File: src/rtl/rowout_pkg.sv
package rowout_pkg;
  // half-rate tick phase: which member of the current pair is on the output
  typedef enum logic {
    PH_EVEN = 1'b0,
    PH_ODD  = 1'b1
  } phase_e;

  function automatic phase_e next_phase(input phase_e cur);
    return (cur == PH_EVEN) ? PH_ODD : PH_EVEN;
  endfunction
endpackage

File: src/rtl/rowout_tick_gen.sv
module rowout_tick_gen
  import rowout_pkg::*;
(
  input  logic   clk,
  input  logic   rst_n,
  input  logic   start,
  input  logic   run,
  output phase_e phase,
  output logic   pair_end
);
  phase_e phase_q;

  always_ff @(posedge clk) begin
    if (!rst_n) begin
      phase_q <= PH_EVEN;
    end else if (start) begin
      phase_q <= PH_EVEN;
    end else if (run) begin
      phase_q <= next_phase(phase_q);
    end else begin
      phase_q <= PH_EVEN;
    end
  end

  assign phase    = phase_q;
  // the internal tick fires once the odd half of a pair is on the output
  assign pair_end = run && (phase_q == PH_ODD);
endmodule

File: src/rtl/rowout_pair_counter.sv
module rowout_pair_counter #(
  parameter int CNT_W = 12
) (
  input  logic             clk,
  input  logic             rst_n,
  input  logic             start,
  input  logic             pair_end,
  input  logic [CNT_W-1:0] count_in,
  output logic             active,
  output logic             last_pair
);
  logic [CNT_W-1:0] cnt_q;
  logic [CNT_W-1:0] lim_q;
  logic             act_q;

  always_ff @(posedge clk) begin
    if (!rst_n) begin
      act_q <= 1'b0;
      cnt_q <= '0;
      lim_q <= '0;
    end else if (start) begin
      act_q <= 1'b1;
      cnt_q <= '0;
      lim_q <= count_in;
    end else if (pair_end) begin
      if (cnt_q == lim_q) begin
        act_q <= 1'b0;
        cnt_q <= '0;
      end else begin
        cnt_q <= cnt_q + 1'b1;
      end
    end
  end

  assign active    = act_q;
  assign last_pair = act_q && (cnt_q == lim_q);
endmodule

File: src/rtl/rowout_pair_merge.sv
module rowout_pair_merge
  import rowout_pkg::*;
#(
  parameter int DATA_W = 10
) (
  input  logic              clk,
  input  logic              rst_n,
  input  logic              load,
  input  logic [DATA_W-1:0] even_in,
  input  logic [DATA_W-1:0] odd_in,
  input  phase_e            phase,
  input  logic              enable,
  output logic [DATA_W-1:0] merged
);
  logic [DATA_W-1:0] even_q;
  logic [DATA_W-1:0] odd_q;

  always_ff @(posedge clk) begin
    if (!rst_n) begin
      even_q <= '0;
      odd_q  <= '0;
    end else if (load) begin
      even_q <= even_in;
      odd_q  <= odd_in;
    end
  end

  always_comb begin
    if (!enable)               merged = '0;
    else if (phase == PH_ODD)  merged = odd_q;
    else                       merged = even_q;
  end
endmodule

File: src/rtl/dual_pixel_rowout.sv
module dual_pixel_rowout
  import rowout_pkg::*;
#(
  parameter int DATA_W = 10,
  parameter int CNT_W  = 12
) (
  input  logic              clk,
  input  logic              rst_n,
  input  logic              row_sync,
  input  logic [CNT_W-1:0]  pix_count,
  input  logic [DATA_W-1:0] even_data,
  input  logic [DATA_W-1:0] odd_data,
  output logic [DATA_W-1:0] pix_data,
  output logic              pix_valid,
  output logic              end_of_line
);
  phase_e phase;
  logic   pair_end;
  logic   active;
  logic   last_pair;
  logic   load_pair;

  rowout_tick_gen u_tick (
    .clk      (clk),
    .rst_n    (rst_n),
    .start    (row_sync),
    .run      (active),
    .phase    (phase),
    .pair_end (pair_end)
  );

  rowout_pair_counter #(.CNT_W(CNT_W)) u_cnt (
    .clk       (clk),
    .rst_n     (rst_n),
    .start     (row_sync),
    .pair_end  (pair_end),
    .count_in  (pix_count),
    .active    (active),
    .last_pair (last_pair)
  );

  // a new pair is taken at the sync edge or when a non-final pair closes
  assign load_pair = row_sync || (pair_end && !last_pair);

  rowout_pair_merge #(.DATA_W(DATA_W)) u_merge (
    .clk     (clk),
    .rst_n   (rst_n),
    .load    (load_pair),
    .even_in (even_data),
    .odd_in  (odd_data),
    .phase   (phase),
    .enable  (active),
    .merged  (pix_data)
  );

  assign pix_valid   = active;
  assign end_of_line = pair_end && last_pair;
endmodule

File: config.mk
export PLATFORM = sky130hd
export DESIGN_NAME = dual_pixel_rowout
export DESIGN_NICKNAME = d
export VERILOG_FILES = /design/src/rtl/rowout_pkg.sv /design/src/rtl/rowout_tick_gen.sv /design/src/rtl/rowout_pair_counter.sv /design/src/rtl/rowout_pair_merge.sv /design/src/rtl/dual_pixel_rowout.sv
export SDC_FILE = /design/constraint.sdc
export NUM_CORES = 1
export LEC_CHECK = 0
export BUFFER_PORTS_ARGS = -buffer_cell sky130_fd_sc_hd__buf_2
export CORE_ASPECT_RATIO = 1.4
export CORE_MARGIN = 2
export CORE_UTILIZATION = 54
export DETAILED_ROUTE_END_ITERATION = 7
export PLACE_DENSITY = 0.79
export SETUP_SLACK_MARGIN = 0.1
export SYNTH_ARGS = -nofsm -noshare
export SYNTH_HDL_FRONTEND = slang
export SYNTH_SLANG_ARGS = --single-unit
File: constraint.sdc
create_clock -name clk -period 1.75 [get_ports clk]
set_input_delay 0.35 -clock clk [delete_from_list [all_inputs] [get_ports clk]]
set_output_delay 0.35 -clock clk [all_outputs]
set_load 0.02 [all_outputs]
==> results by group, run 1 <==
STA
  • Slew @ Worst Pin: about 0.36 ns
  • Tmin final: 1.90 ns
  • Worst hold slack: 0.279 ns
  • Final Cycle Share: 109%
  • Setup tns final: -2.04 ns
  • Setup ws final: -0.151 ns
  • Fin. Hold Viols: 0
  • Clock skew: roughly 0.0055 ns
  • Final setup vio count: 23
  • Fmax: 0.526 GHz
  • Max Slew Vio Count: 0
  • RSZ-0062 raised after global routing: true
  • Relative slew slack: about three quarters

Die
  • Die area: 4580 µm²
  • Row Count: 27
  • Die H: ~79 µm
  • Core Area: 3920 µm²
  • Die width: 57.8 µm
  • Boundary Pins: 47
  • Starting Density: 55.8%

Place
  • Placed Area: 2550 µm²
  • HPWL after DPL: approximately 3300 µm
  • Port-buffer cells: 46
  • Placer's final routability congestion estimate: 0.820

Routing
  • Router iterations before antenna repair: 5
  • Post-route ant nets: 0
  • Iteration-0 DRC Markers: 67
  • Total number of vias: roughly 1900
  • Vias per cell: 5.33
  • Final WL: 5170 µm
  • Routed length per instance: 14.9 µm
  • Drt drc: 0

CTS
  • CTS Buf Count: 5
  • CTS Sinks: 46
  • Clock Latency Late Sink: 0.30 ns
  • TritonCTS clock tree: built
  • Cts hold-fix bufs: 0
  • Worst-case clock buffer depth: 2
  • Clk root buf: clkbuf_8
  • Clock slew at reported path FFs: 0.09 ns
  • H-Tree Depth: 2

Flow run
  • MaxCap Viol Count: 0

Synth
  • Synth warn: 0
  • Post-synth top area share: 42.1%
  • Dominant cell type by area after synthesis: dfxtp_1
  • Prevailing post-synth register cell: dfxtp_1
  • Synth Net Count: 276
  • Mapped cell area: 2190 µm²
  • EDFF count, synth: 0
  • Synth unique cells: 26
  • Proportion of synthesized area in mux cells: roughly 19%
  • Largest family of logic cells by synthesized area: simple AND/OR/NAND/NOR gates
  • Seq/Total Area, Yosys: 42.1%
  • Post-synthesis compound-gate area fraction: a little over 2%
  • Fraction of synthesized cell area in xor and xnor cells: 8.00%
  • Simple-gate share of the synthesized area: 25.1%
  • Seq cells post-synth: 46
  • Synth Instances: 240
  • Mean Syn Cell Area: 9.12 µm²
  • Most frequent cells after synthesis: 51 x nand2_1, 46 x dfxtp_1, 42 x mux2i_1, 24 x nor2b_1, 17 x xor2_1
  • Asr flop ratio synth: 0%
  • Adder-cell share of the synthesized area: 0.572%
  • Most common cell in the netlist: nand2_1
  • Synth area leaders: dfxtp_1 42%, mux2i_1 19%, nand2_1 8.7%

Finish
  • Final-stage net count: 340
  • Diode count: 0
  • Share of cells above drive strength 1: 29.5%
  • Final instance area: 2830 µm²
  • Area delta synth->final: 29.2%
  • # fillers: 293
  • Layout Utilization: 72.1%

Power and ir drop
  • Peak VDD IR: 0.656 mV
  • Total power: 2.20 mW
  • Power Density: 780 nW/µm²
  • LEAKAGE: 1.31 nW

Global route
  • First-pass GRT wire length: 8270 µm
  • Vias in the first global route: 1857
  • Largest net degree at the start of global routing: 24
  • Gr usage total: 24.0%
  • Initial antenna violation count: 0
  • Global route overflow: 0

Critical path
  • Crit Reg-Reg Startpoint: u_cnt.cnt_q[8]
  • CP startpoint: u_cnt.cnt_q[8]
  • Crit path capture type: output pin
  • Worst setup path endpoint: end_of_line
  • Crit path DAT: 1.55 ns
  • Startpoint types: flop
  • R2R cell count: 8
  • Max FO, Critical Path: 2
  • Capture point of the worst reg-to-reg path: u_merge.odd_q[6]
  • R2r setup slk: -0.12 ns
  • Crit path kind: flop to output pin
  • Crit path required time: between 1 and 1.5 ns

Run status
  • Failing checks: negative setup slack
  • Status: complete, but fails checks

Hold path
  • Class of the worst hold path: primary input to flop
-- where the power goes --
group / switching [mW] / internal [mW] / leakage, nW
clock: 0.359 / 0.399 / 0.0575
combinational: 0.150 / 0.167 / 0.874
sequential: 0.0342 / 1.09 / 0.380
-- routing by layer --
metal,wire (µm),GRT usage (%)
met1,1970,24.5
met2,2850,45.9
met3,210,3.75
met4,140,11.2
met5,0,0
-- registers in the layout, indices dropped and copies added, names as in the netlist --
signal / count
u_cnt.active: 1
u_tick.phase: 1
u_merge.odd_q: 10
u_cnt.cnt_q: 12
u_cnt.lim_q: 12
u_merge.even_q: 10
-- layout make-up --
class / count / area [µm²] / share of cell area [%]
Multi-Input combinational cell: 181 / 1220 / 43.1
Timing Repair Buffer: 70 / 514 / 18.2
Tap cell: 43 / 53.8 / 1.90
Clock buffer: 8 / 110 / 3.90
Sequential cell: 46 / 931 / 32.9
-- cell usage in the layout, fill, tap and decap left out, drive strengths merged, types with 4 or more instances in the layout --
cell type  netlist  layout
xor2            17      17
nor2b           24      24
nand2           51      51
nand3            6       6
dfxtp           46      46
nor2            15      15
nor4             4       4
buf              4      69
clkbuf           9       9
mux2i           42      42
-- worst min-delay path by stage --
| stage | to | from | cells past startpoint |
|---|---|---|---|
| final | u_merge.odd_q[3] | odd_data[3] | 3 |
| after global routing | u_merge.even_q[5] | even_data[5] | 3 |
| after CTS | u_merge.odd_q[5] | odd_data[5] | 3 |
| after detailed placement | u_merge.even_q[7] | u_merge.even_q[7] | 2 |
| after global placement | u_merge.even_q[8] | u_merge.even_q[8] | 2 |
| after floorplan | u_merge.even_q[0] | u_merge.even_q[0] | 2 |
-- stage by stage --
step / setup WS [ns] / cells
6_report: -0.151 / 348
5_1_grt: -0.201 / 348
4_1_cts: -0.153 / 346
3_5_place_dp: 0.0531 / 333
3_3_place_gp: 0.0760 / 333
2_1_floorplan: 0.115 / 240
-- worst max-delay path, cell delays in order, from the launching register on --
cell and delay [ns]:
dfxtp_1 0.34, xor2_1 0.17, nor4_2 0.34, nand3_2 0.14, nor2_2 0.11, buf_4 0.14
-- timing repair --
item	in CTS	in global routing
gates cloned	2	1
setup buffers	3	1
resized for setup	12	5
setup endpoints to repair	30	35
pin swaps	2	1
endpoints found under the hold margin	0	0
-- kinds of logic (layout without fill, tap and decap cells) --
kind of cell	count (synthesis)	count (layout)
buffers and inverters	13	78
xor gates and xnor gates	20	20
muxes	42	42
adders and majority gates	1	1
and+or+nand+nor	111	111
AOI/OAI and AO/OA	7	7
DFF	46	46
(Power assumes the default switching activity.)
==> inputs of run 2 (changes only) <==
Settings changed: ABC_AREA from default to 1.
==> run 2 against run 1 <==
Total power decreased by 3.0%. Largest cell class unchanged. Critical path depth increased by 3. Sequential power about the same. Clock-buffer cell count is 1 lower. Non-clock buffer count decreased by 9. Wire length up 8.1%. The flow now finishes without violations. Sequential share of layout area is 0.74 points higher. Critical path type unchanged. Via count increased by 18%. First-iteration DRC count up 10%.
==> results by group, run 2 <==
Run status
  • Status: finished, final reports clean (was complete, but fails checks)

STA
  • Final Cycle Share: 99.2% (was 109%)
  • Relative slew slack: 71.6% (was 75.6%)
  • Setup tns final: 0 ns (was -2.04 ns)
  • Fin. Hold Viols: 0 (unchanged)
  • Tmin final: 1.74 ns (was 1.90 ns)
  • Setup ws final: 0.0142 ns (was -0.151 ns)
  • Slew @ Worst Pin: 0.427 ns (was 0.365 ns)
  • RSZ-0062 raised after global routing: true (unchanged)
  • Final setup vio count: 0 (was 23)
  • Worst hold slack: 0.261 ns (was 0.279 ns)
  • Fmax: 0.576 GHz (was 0.526 GHz)
  • Clock skew: 0.00786 ns (was 0.00554 ns)
  • Max Slew Vio Count: 0 (unchanged)

Synth
  • Adder-cell share of the synthesized area: 0.558% (was 0.572%)
  • Synth unique cells: 29 (was 26)
  • Mean Syn Cell Area: 7.03 µm² (was 9.12 µm²)
  • Synth Net Count: 355 (was 276)
  • Largest family of logic cells by synthesized area: simple AND/OR/NAND/NOR gates (unchanged)
  • Asr flop ratio synth: 0% (unchanged)
  • Dominant cell type by area after synthesis: dfxtp_1 (unchanged)
  • Seq/Total Area, Yosys: 41.1% (was 42.1%)
  • Synth Instances: 319 (was 240)
  • Proportion of synthesized area in mux cells: 0% (was 19.2%)
  • Most frequent cells after synthesis: 60 x nand2_1, 46 x dfxtp_1, 46 x nor2_1, 41 x inv_1, 30 x a21oi_1 (was 51 x nand2_1, 46 x dfxtp_1, 42 x mux2i_1, 24 x nor2b_1, 17 x xor2_1)
  • Synth area leaders: dfxtp_1 41%, nand2_1 10%, nor2_1 7.7% (was dfxtp_1 42%, mux2i_1 19%, nand2_1 8.7%)
  • Simple-gate share of the synthesized area: 28.6% (was 25.1%)
  • Mapped cell area: 2240 µm² (was 2190 µm²)
  • Synth warn: 0 (unchanged)
  • Seq cells post-synth: 46 (unchanged)
  • EDFF count, synth: 0 (unchanged)
  • Most common cell in the netlist: nand2_1 (unchanged)
  • Post-synthesis compound-gate area fraction: 14.2% (was 2.06%)
  • Prevailing post-synth register cell: dfxtp_1 (unchanged)
  • Fraction of synthesized cell area in xor and xnor cells: 3.52% (was 8.00%)
  • Post-synth top area share: 41.1% (was 42.1%)

Critical path
  • Crit path capture type: output pin (unchanged)
  • Capture point of the worst reg-to-reg path: u_cnt.cnt_q[4] (was u_merge.odd_q[6])
  • Crit path DAT: 1.39 ns (was 1.55 ns)
  • Slowest-stage cell, CP: dfxtp_4 (was dfxtp_1)
  • Crit Reg-Reg Startpoint: u_cnt.cnt_q[9] (was u_cnt.cnt_q[8])
  • Crit path kind: flop to output pin (unchanged)
  • R2r setup slk: 0.20 ns (was -0.12 ns)
  • CP Cell Sequence: inv_4 -> nand2_4 -> nand2_2 -> nand2_2 -> nor2_4 -> nand3_4 -> nor2_4 -> buf_6 (was xor2_1 -> nor4_2 -> nand3_2 -> nor2_2 -> buf_4)
  • Max FO, Critical Path: 5 (was 2)
  • Crit path required time: 1.40 ns (about the same)
  • R2R cell count: 9 (was 8)
  • Startpoint types: flop (unchanged)
  • CP max stage delay: 0.38 ns (was 0.34 ns)

CTS
  • Clk root buf: clkbuf_8 (unchanged)
  • CTS Sinks: 46 (unchanged)
  • Clock Latency Late Sink: 0.30 ns (about the same)
  • H-Tree Depth: 2 (unchanged)
  • CTS Buf Count: 5 (unchanged)
  • Clock slew at reported path FFs: 0.09 ns (about the same)
  • Worst-case clock buffer depth: 2 (unchanged)
  • TritonCTS clock tree: built (unchanged)

Finish
  • Most common cell after layout, fill and taps aside: nand2_1 (unchanged)
  • Commonest non-fill, non-tap cells in the layout: 51 x nand2_1, 45 x nor2_1, 38 x buf_2 (was 51 x nand2_1, 44 x buf_2, 42 x mux2i_1, 42 x dfxtp_1, 24 x nor2b_1)
  • Layout Utilization: 71.8% (was 72.1%)
  • Area delta synth->final: 26.6% (was 29.2%)
  • Final-stage net count: 409 (was 340)
  • Final instance area: 2840 µm² (was 2830 µm²)
  • Biggest regs: u_cnt.cnt_q: 12 flops, u_cnt.lim_q: 12 flops (unchanged)
  • Post-Layout Cell Count: 417 (was 348)
  • # fillers: 337 (was 293)
  • Share of cells above drive strength 1: 33.7% (was 29.5%)
  • Diode count: 0 (unchanged)

Place
  • HPWL after DPL: 3390 µm (was 3310 µm)
  • Port-buffer cells: 46 (unchanged)
  • Placer's final routability congestion estimate: 0.838 (was 0.820)
  • Placed Area: 2470 µm² (was 2550 µm²)
  • Post-Place Worst Slack: 0.132 ns (was 0.0531 ns)
  • DP Cell Count: 399 (was 333)

Routing
  • Post-route ant nets: 0 (unchanged)
  • Drt drc: 0 (unchanged)
  • Routed length per instance: 13.4 µm (was 14.9 µm)
  • Iteration-0 DRC Markers: 74 (was 67)
  • Total number of vias: 2185 (was 1855)
  • Router iterations before antenna repair: 4 (was 5)
  • Final WL: 5600 µm (was 5170 µm)
  • Vias per cell: 5.24 (was 5.33)

Hold path
  • Worst Hold Launch: pix_count[7] (was odd_data[3])
  • Min-Delay Endpoint: u_cnt.lim_q[7] (was u_merge.odd_q[3])
  • Cell count of the worst hold path: 3 (unchanged)
  • Class of the worst hold path: primary input to flop (unchanged)

Power and ir drop
  • LEAKAGE: 1.29 nW (was 1.31 nW)
  • Total power: 2.14 mW (was 2.20 mW)
  • Peak VDD IR: 0.946 mV (was 0.656 mV)
  • Power Density: 753 nW/µm² (was 780 nW/µm²)

Die
  • Starting Density: 56.7% (was 55.8%)
  • Core Area: 3950 µm² (was 3920 µm²)
  • Die area: 4690 µm² (was 4580 µm²)
  • Die width: 58.5 µm (was 57.8 µm)
  • Die H: 80.2 µm (was 79.3 µm)
  • Row Count: 27 (unchanged)
  • Boundary Pins: 47 (unchanged)

Global route
  • Initial antenna violation count: 0 (unchanged)
  • Vias in the first global route: 2036 (was 1857)
  • Global route overflow: 0 (unchanged)
  • Largest net degree at the start of global routing: 46 (was 24)
  • Gr usage total: 23.9% (was 24.0%)
  • First-pass GRT wire length: 8670 µm (was 8270 µm)

Flow run
  • MaxCap Viol Count: 0 (unchanged)
-- run 2: worst max path at each step --
stage	start	end	slack [ns]	cells after the start
2_1_floorplan	u_cnt.active	pix_data[0]	0.15	3
3_3_place_gp	u_cnt.cnt_q[9]	u_merge.even_q[4]	0.17	9
3_5_place_dp	u_cnt.cnt_q[9]	u_merge.odd_q[7]	0.13	9
4_1_cts	u_cnt.lim_q[6]	end_of_line	0.03	6
5_1_grt	u_cnt.cnt_q[5]	end_of_line	-0.07	8
6_report	u_cnt.cnt_q[9]	end_of_line	0.01	8
-- run 2: area by class of cell --
| cell class | instances | area [µm²] | share of cell area [%] |
|---|---|---|---|
| repair buffers | 61 | 374 | 13.2 |
| clock buffers | 7 | 86.3 | 3.04 |
| clock inverters | 1 | 5.00 | 0.176 |
| multi-input cells | 215 | 1190 | 42.0 |
| flip-flops and latches | 46 | 956 | 33.7 |
| well taps | 43 | 53.8 | 1.90 |
| inverters | 44 | 173 | 6.08 |
-- run 2: power breakdown --
part	switching (mW)	internal [mW]
logic	0.201	0.137
registers	0.0267	1.10
clock network	0.358	0.319
-- run 2: timing repair --
action / 4_1_cts / 5_1_grt
setup buffers: 4 / 5
gates resized for setup: 26 / 42
cloned: 0 / 1
hold buffers: 0 / 0
setup endpoints to repair: 15 / 31
pin swaps: 6 / 14
-- run 2: kinds of logic (layout without fill, tap and decap cells) --
logic type | count (synthesis) | after routing
AND/OR/NAND/NOR | 146 | 147
flip-flops | 46 | 46
XOR/XNOR | 9 | 9
adder cells (fa/ha/maj) | 1 | 1
buffers and inverters | 59 | 113
AO/OA/AOI/OAI | 58 | 58
-- run 2: critical path, delay by kind of cell, from the launching register on --
family                 cells  cell delay [ns]
AND/OR/NAND/NOR            6             0.51
flip-flops                 1             0.38
buffers and inverters      2             0.19
-- run 2: per-layer routing --
layer	global-route usage, %	part of all wire (%)
met2	43.8	54
met5	0	0
met3	4.99	5.2
met1	26.9	40
met4	7.44	0.93
